--- config.mk ---
export PLATFORM = sky130hd
export DESIGN_NAME = srb_unit
export DESIGN_NICKNAME = d
export VERILOG_FILES = /design/src/rtl/srb_pkg.sv /design/src/rtl/srb_shift.sv /design/src/rtl/srb_bitop.sv /design/src/rtl/srb_unit.sv
export SDC_FILE = /design/constraint.sdc
export NUM_CORES = 1
export LEC_CHECK = 0
export BUFFER_PORTS_ARGS = -buffer_cell sky130_fd_sc_hd__buf_2
export CELL_PAD_IN_SITES_DETAIL_PLACEMENT = 1
export CELL_PAD_IN_SITES_GLOBAL_PLACEMENT = 2
export CORE_ASPECT_RATIO = 2
export CORE_MARGIN = 3
export CORE_UTILIZATION = 31
export DETAILED_ROUTE_END_ITERATION = 16
export PLACE_DENSITY = 0.8
export SYNTH_ARGS = -nofsm -noshare
export SYNTH_HDL_FRONTEND = slang
export SYNTH_SLANG_ARGS = --single-unit
--- constraint.sdc ---
create_clock -name clk -period 2.45 [get_ports clk]
set_input_delay 0.1225 -clock clk [delete_from_list [all_inputs] [get_ports clk]]
set_output_delay 0.1225 -clock clk [all_outputs]
set_load 0.005 [all_outputs]
--- src/rtl/srb_pkg.sv ---
package srb_pkg;
  localparam int DW    = 8;
  localparam int IDX_W = $clog2(DW);

  // flag byte bit positions
  localparam int F_C  = 0;
  localparam int F_N  = 1;
  localparam int F_PV = 2;
  localparam int F_H  = 4;
  localparam int F_Z  = 6;
  localparam int F_S  = 7;

  typedef enum logic [1:0] {
    GRP_SHIFT = 2'd0,
    GRP_TEST  = 2'd1,
    GRP_CLR   = 2'd2,
    GRP_SET   = 2'd3
  } grp_e;

  typedef enum logic [2:0] {
    SH_ROL_CIRC = 3'd0,
    SH_ROR_CIRC = 3'd1,
    SH_ROL_CARRY = 3'd2,
    SH_ROR_CARRY = 3'd3,
    SH_SHL_ARITH = 3'd4,
    SH_SHR_ARITH = 3'd5,
    SH_ILLEGAL   = 3'd6,
    SH_SHR_LOGIC = 3'd7
  } shop_e;

  typedef struct packed {
    logic [DW-1:0] data;
    logic          wr;
    logic [DW-1:0] flags;
  } srb_res_t;

  function automatic logic even_ones(input logic [DW-1:0] v);
    return ~(^v);
  endfunction
endpackage

--- src/rtl/srb_shift.sv ---
module srb_shift
  import srb_pkg::*;
(
  input  logic [DW-1:0]    operand,
  input  logic [DW-1:0]    flags_in,
  input  logic [2:0]       code,
  input  logic             compact,
  output srb_res_t         res
);
  logic          go_left;
  logic          fill;
  logic          legal;
  logic          shifted_out;
  logic [DW-1:0] moved;
  logic          full_flags;

  always_comb begin
    go_left = 1'b0;
    fill    = 1'b0;
    legal   = 1'b1;
    unique case (shop_e'(code))
      SH_ROL_CIRC:  begin go_left = 1'b1; fill = operand[DW-1]; end
      SH_ROR_CIRC:  begin go_left = 1'b0; fill = operand[0];    end
      SH_ROL_CARRY: begin go_left = 1'b1; fill = flags_in[F_C]; end
      SH_ROR_CARRY: begin go_left = 1'b0; fill = flags_in[F_C]; end
      SH_SHL_ARITH: begin go_left = 1'b1; fill = 1'b0;          end
      SH_SHR_ARITH: begin go_left = 1'b0; fill = operand[DW-1]; end
      SH_SHR_LOGIC: begin go_left = 1'b0; fill = 1'b0;          end
      default:      begin legal   = 1'b0;                       end
    endcase
  end

  assign moved       = go_left ? {operand[DW-2:0], fill} : {fill, operand[DW-1:1]};
  assign shifted_out = go_left ? operand[DW-1] : operand[0];
  // compact form only exists for the four rotates (code bit 2 clear)
  assign full_flags  = !(compact && !code[2]);

  always_comb begin
    res.flags = flags_in;
    res.data  = operand;
    res.wr    = 1'b0;
    if (legal) begin
      res.data        = moved;
      res.wr          = 1'b1;
      res.flags[F_C]  = shifted_out;
      res.flags[F_H]  = 1'b0;
      res.flags[F_N]  = 1'b0;
      if (full_flags) begin
        res.flags[F_S]  = moved[DW-1];
        res.flags[F_Z]  = (moved == '0);
        res.flags[F_PV] = even_ones(moved);
      end
    end
  end
endmodule

--- src/rtl/srb_bitop.sv ---
module srb_bitop
  import srb_pkg::*;
(
  input  logic [DW-1:0]    operand,
  input  logic [DW-1:0]    flags_in,
  input  logic [1:0]       group,
  input  logic [IDX_W-1:0] index,
  output srb_res_t         res
);
  logic [DW-1:0] mask;

  for (genvar i = 0; i < DW; i++) begin : g_mask
    assign mask[i] = (index == IDX_W'(i));
  end

  logic picked;
  assign picked = |(operand & mask);

  always_comb begin
    res.flags = flags_in;
    res.data  = operand;
    res.wr    = 1'b0;
    unique case (grp_e'(group))
      GRP_TEST: begin
        res.flags[F_Z] = ~picked;
        res.flags[F_H] = 1'b1;
        res.flags[F_N] = 1'b0;
      end
      GRP_CLR: begin
        res.data = operand & ~mask;
        res.wr   = 1'b1;
      end
      GRP_SET: begin
        res.data = operand | mask;
        res.wr   = 1'b1;
      end
      default: ;
    endcase
  end
endmodule

--- src/rtl/srb_unit.sv ---
module srb_unit
  import srb_pkg::*;
(
  input  logic             clk,
  input  logic             rst_n,
  input  logic             in_valid,
  output logic             in_ready,
  input  logic [DW-1:0]    in_operand,
  input  logic [DW-1:0]    in_flags,
  input  logic [1:0]       in_group,
  input  logic [IDX_W-1:0] in_sel,
  input  logic             in_short,
  output logic             out_valid,
  input  logic             out_ready,
  output logic [DW-1:0]    out_result,
  output logic             out_wr_en,
  output logic [DW-1:0]    out_flags
);
  srb_res_t sh_res, bt_res, pick, held;

  srb_shift u_shift (
    .operand  (in_operand),
    .flags_in (in_flags),
    .code     (in_sel),
    .compact  (in_short),
    .res      (sh_res)
  );

  srb_bitop u_bitop (
    .operand  (in_operand),
    .flags_in (in_flags),
    .group    (in_group),
    .index    (in_sel),
    .res      (bt_res)
  );

  assign pick     = (grp_e'(in_group) == GRP_SHIFT) ? sh_res : bt_res;
  assign in_ready = !out_valid || out_ready;

  logic take;
  assign take = in_valid && in_ready;

  always_ff @(posedge clk) begin
    if (!rst_n) begin
      out_valid <= 1'b0;
      held      <= '0;
    end else begin
      if (in_ready) out_valid <= in_valid;
      if (take)     held      <= pick;
    end
  end

  assign out_result = held.data;
  assign out_wr_en  = held.wr;
  assign out_flags  = held.flags;

  // checking support: a request was accepted on the previous edge
  logic took_q;
  always_ff @(posedge clk) begin
    if (!rst_n) took_q <= 1'b0;
    else        took_q <= take;
  end


  hold_stable_chk: assert property (@(posedge clk) disable iff (!rst_n)
    out_valid && !out_ready |=> out_valid && $stable(out_result)
      && $stable(out_flags) && $stable(out_wr_en));


  one_cycle_chk: assert property (@(posedge clk) disable iff (!rst_n)
    took_q |-> out_valid);


  shift_hn_clear_chk: assert property (@(posedge clk) disable iff (!rst_n)
    took_q && $past(in_group) == 2'd0 && $past(in_sel) != 3'd6
      |-> out_wr_en && !out_flags[F_H] && !out_flags[F_N]);


  illegal_code_chk: assert property (@(posedge clk) disable iff (!rst_n)
    took_q && $past(in_group) == 2'd0 && $past(in_sel) == 3'd6
      |-> !out_wr_en && out_flags == $past(in_flags)
        && out_result == $past(in_operand));


  test_no_write_chk: assert property (@(posedge clk) disable iff (!rst_n)
    took_q && $past(in_group) == 2'd1
      |-> !out_wr_en && out_result == $past(in_operand)
        && out_flags[F_H] && !out_flags[F_N]);


  clrset_flags_chk: assert property (@(posedge clk) disable iff (!rst_n)
    took_q && $past(in_group[1])
      |-> out_wr_en && out_flags == $past(in_flags));


  carry_out_chk: assert property (@(posedge clk) disable iff (!rst_n)
    took_q && $past(in_group) == 2'd0 && $past(in_sel) != 3'd6
      |-> out_flags[F_C] == ($past(in_sel[0]) ? $past(in_operand[0])
                                             : $past(in_operand[DW-1])));
endmodule

==> metrics.txt <==
RSZ-0062 raised after global routing=no; Hold Crit Depth=3; Layout fillers=577; htree depth=1; GRT met2 Usage=0.284; Crit path top cell by count=xnor2_1; root buffer cell=clkbuf_8; Worst Path Arrival=1.86 ns; crit path time final=1.75 ns; Nets=240; Top Usage Layer GRT=met2; Die ar.=5680 um2; critical path class=primary input to register; Worst Setup SP=in_sel[0]; met1 usage=0.191; Die H=104 um; peak supply drop=0.000191 V; fin crit share=0.714; Max Cap Viol=0; Yosys warning count=0; n_diodes=0; final WL=4260 um; Ports=45; hold_sp=in_flags[3]; Seq/Total Area, Yosys=0.244; Slew Viols, Final=0; Synth area leaders=dfxtp_1, mux2_2, mux2i_1; #FFs+latches synth=18; Fmax=571 MHz; R2R depth=4; Slowest-stage cell, CP=or2_2; ys async rst share=0; placed inst area=1690 um2; final hold vios=0; Mean Syn Cell Area=8.44 um2; Final WS setup=0.700 ns; crit-path max cell delay=0.31 ns; Worst slew margin=0.564; Core ar.=4600 um2; top cells by count, synth=dfxtp_1, mux2_2, o21ai_0; critical path depth=9; Total Neg Setup Slack=0 ns; crit start category=primary input; vias per cell=5.49; Syn Inst Count=175; clock latency at the later pin of the worst-skew pair=0.25 ns; CTS buffer count=3; Design Area, Final=1730 um2; I/O Buffers=44; Die X-Extent=54.8 um; Final setup viols=0; first-pass GRT wire length=6980 um; All-Layer GR Usage=0.161; CTS Buffer Depth=2; CTS tree=built; delay-heaviest family, CP=simple AND/OR/NAND/NOR gates; share of the synthesized area in the top cell type=0.244; total nets after synthesis=205; layout cells sized above 1=0.332; CP Capture Type=register; grt met3 use=0.0144; initial antenna violation count=0; final core utilization=0.376; Leak Pwr=0.723 nW; initial core utilization=0.321; layout overhead on the synthesized area=16.9%; Final Skew=0.000870 ns; # rows=35; hold_buf cts=0; GRT Residual Overflow=0; outcome=completed; Top FF cell, synth=dfxtp_1; Reg-to-Reg Start=out_valid$_SDFFE_PN0N_; dpl ws=0.445 ns; Final GP Congestion=0.812; Pre-Repair DR Iteration Count=4; Worst Max-Slew Pin Slew=0.654 ns; post-CTS sizing=0; Clock Sinks=18; Via Count=1443; area leader, netlist=dfxtp_1; Residual DRC=0; PwrDens=449 nW/um2; Post-synth EDFFs=0; top-count cell post-synth=dfxtp_1; worst hold path class=primary input to register; vias in the first global route=1424; drt wl/cell=16.2 um; Unique masters post-synth=45; Worst Path Max Fanout=26; HPWL after DPL=3320 um; Clock transition at path regs=0.06 ns; Post-CTS Setup Bufs=0; Antenna Nets Post-Route=0; CP Cell Sequence=buf_2, nor2b_1, and2_1, or2_2, ha_1, xnor2_1, xnor2_1, mux2i_1, a21oi_1; Buf/Inv on CP=1; Syn Std Cell Area=1480 um2; largest net degree at the start of global routing=27; WP data required=2.56 ns; Initial DRC Count=14
[worst reg2reg max path, stage by stage (launching register included)]
cell	delay [ns]
dfxtp_1	0.31
nand2b_1	0.12
and2_1	0.57
o21ai_0	0.20
a41oi_1	0.19
[report_power, final]
part	total, mW	internal [mW]	switching (mW)
combinational	0.251	0.115	0.136
clock	0.199	0.109	0.0897
sequential	0.325	0.316	0.00945
[layer usage]
metal,up-vias,part of all wire
met5,-,0
met4,0,0.014
met3,4,0.041
met2,34,0.54
met1,688,0.40
li1,717,-
[logic make-up (layout without fill, tap and decap cells)]
kind of cell | after synthesis | in the layout | share of synthesized area
DFF | 18 | 18 | 0.244
adders and majority gates | 4 | 4 | 0.0339
and+or+nand+nor | 54 | 54 | 0.210
buffers and inverters | 16 | 49 | 0.0601
muxes | 24 | 24 | 0.174
AOI/OAI and AO/OA | 56 | 56 | 0.260
xor gates and xnor gates | 3 | 3 | 0.0178
[worst paths after layout]
path / slack (ns) / end
worst max-delay path: 0.70 / out_flags[2]$_SDFFE_PN0P_
worst min-delay path: 0.12 / out_flags[3]$_SDFFE_PN0P_
worst max register to register: 1.00 / out_result[7]$_SDFFE_PN0P_
worst min register to register: 0.46 / out_flags[3]$_SDFFE_PN0P_
[flip-flops by register name (all words and copies together) (netlist names)]
name / cells
out_result: 8
out_wr_en: 1
out_flags: 8
out_valid: 1
[area by class of cell]
class,count,area (um2),share of cell area
Multi-Input combinational cell,141,1030,0.596
Sequential cell,18,360,0.209
Timing Repair Buffer,44,220,0.128
Tap cell,55,68.8,0.0399
Clock buffer,3,41.3,0.0239
Inverter,2,7.51,0.00435
[cell usage in the layout, fill, tap and decap left out, types with 5 or more instances in the layout]
master	synthesis	routed
a21boi_0	6	6
mux2i_1	10	10
o21ai_0	14	14
dfxtp_1	18	18
nand2b_1	10	10
buf_2	2	44
nand2_1	11	11
a21oi_1	11	11
o211ai_1	5	5
mux2_2	14	14
[through the flow]
stage                     instances  hold WS, ns  total power, mW
final                           263        0.124            0.775
after global routing            263        0.127            0.835
after CTS                       263        0.120            0.790
after detailed placement        260        0.389            0.587
after global placement          260        0.378            0.583
after floorplan                 175        0.261            0.503
Power figures use the tool's default switching activity.
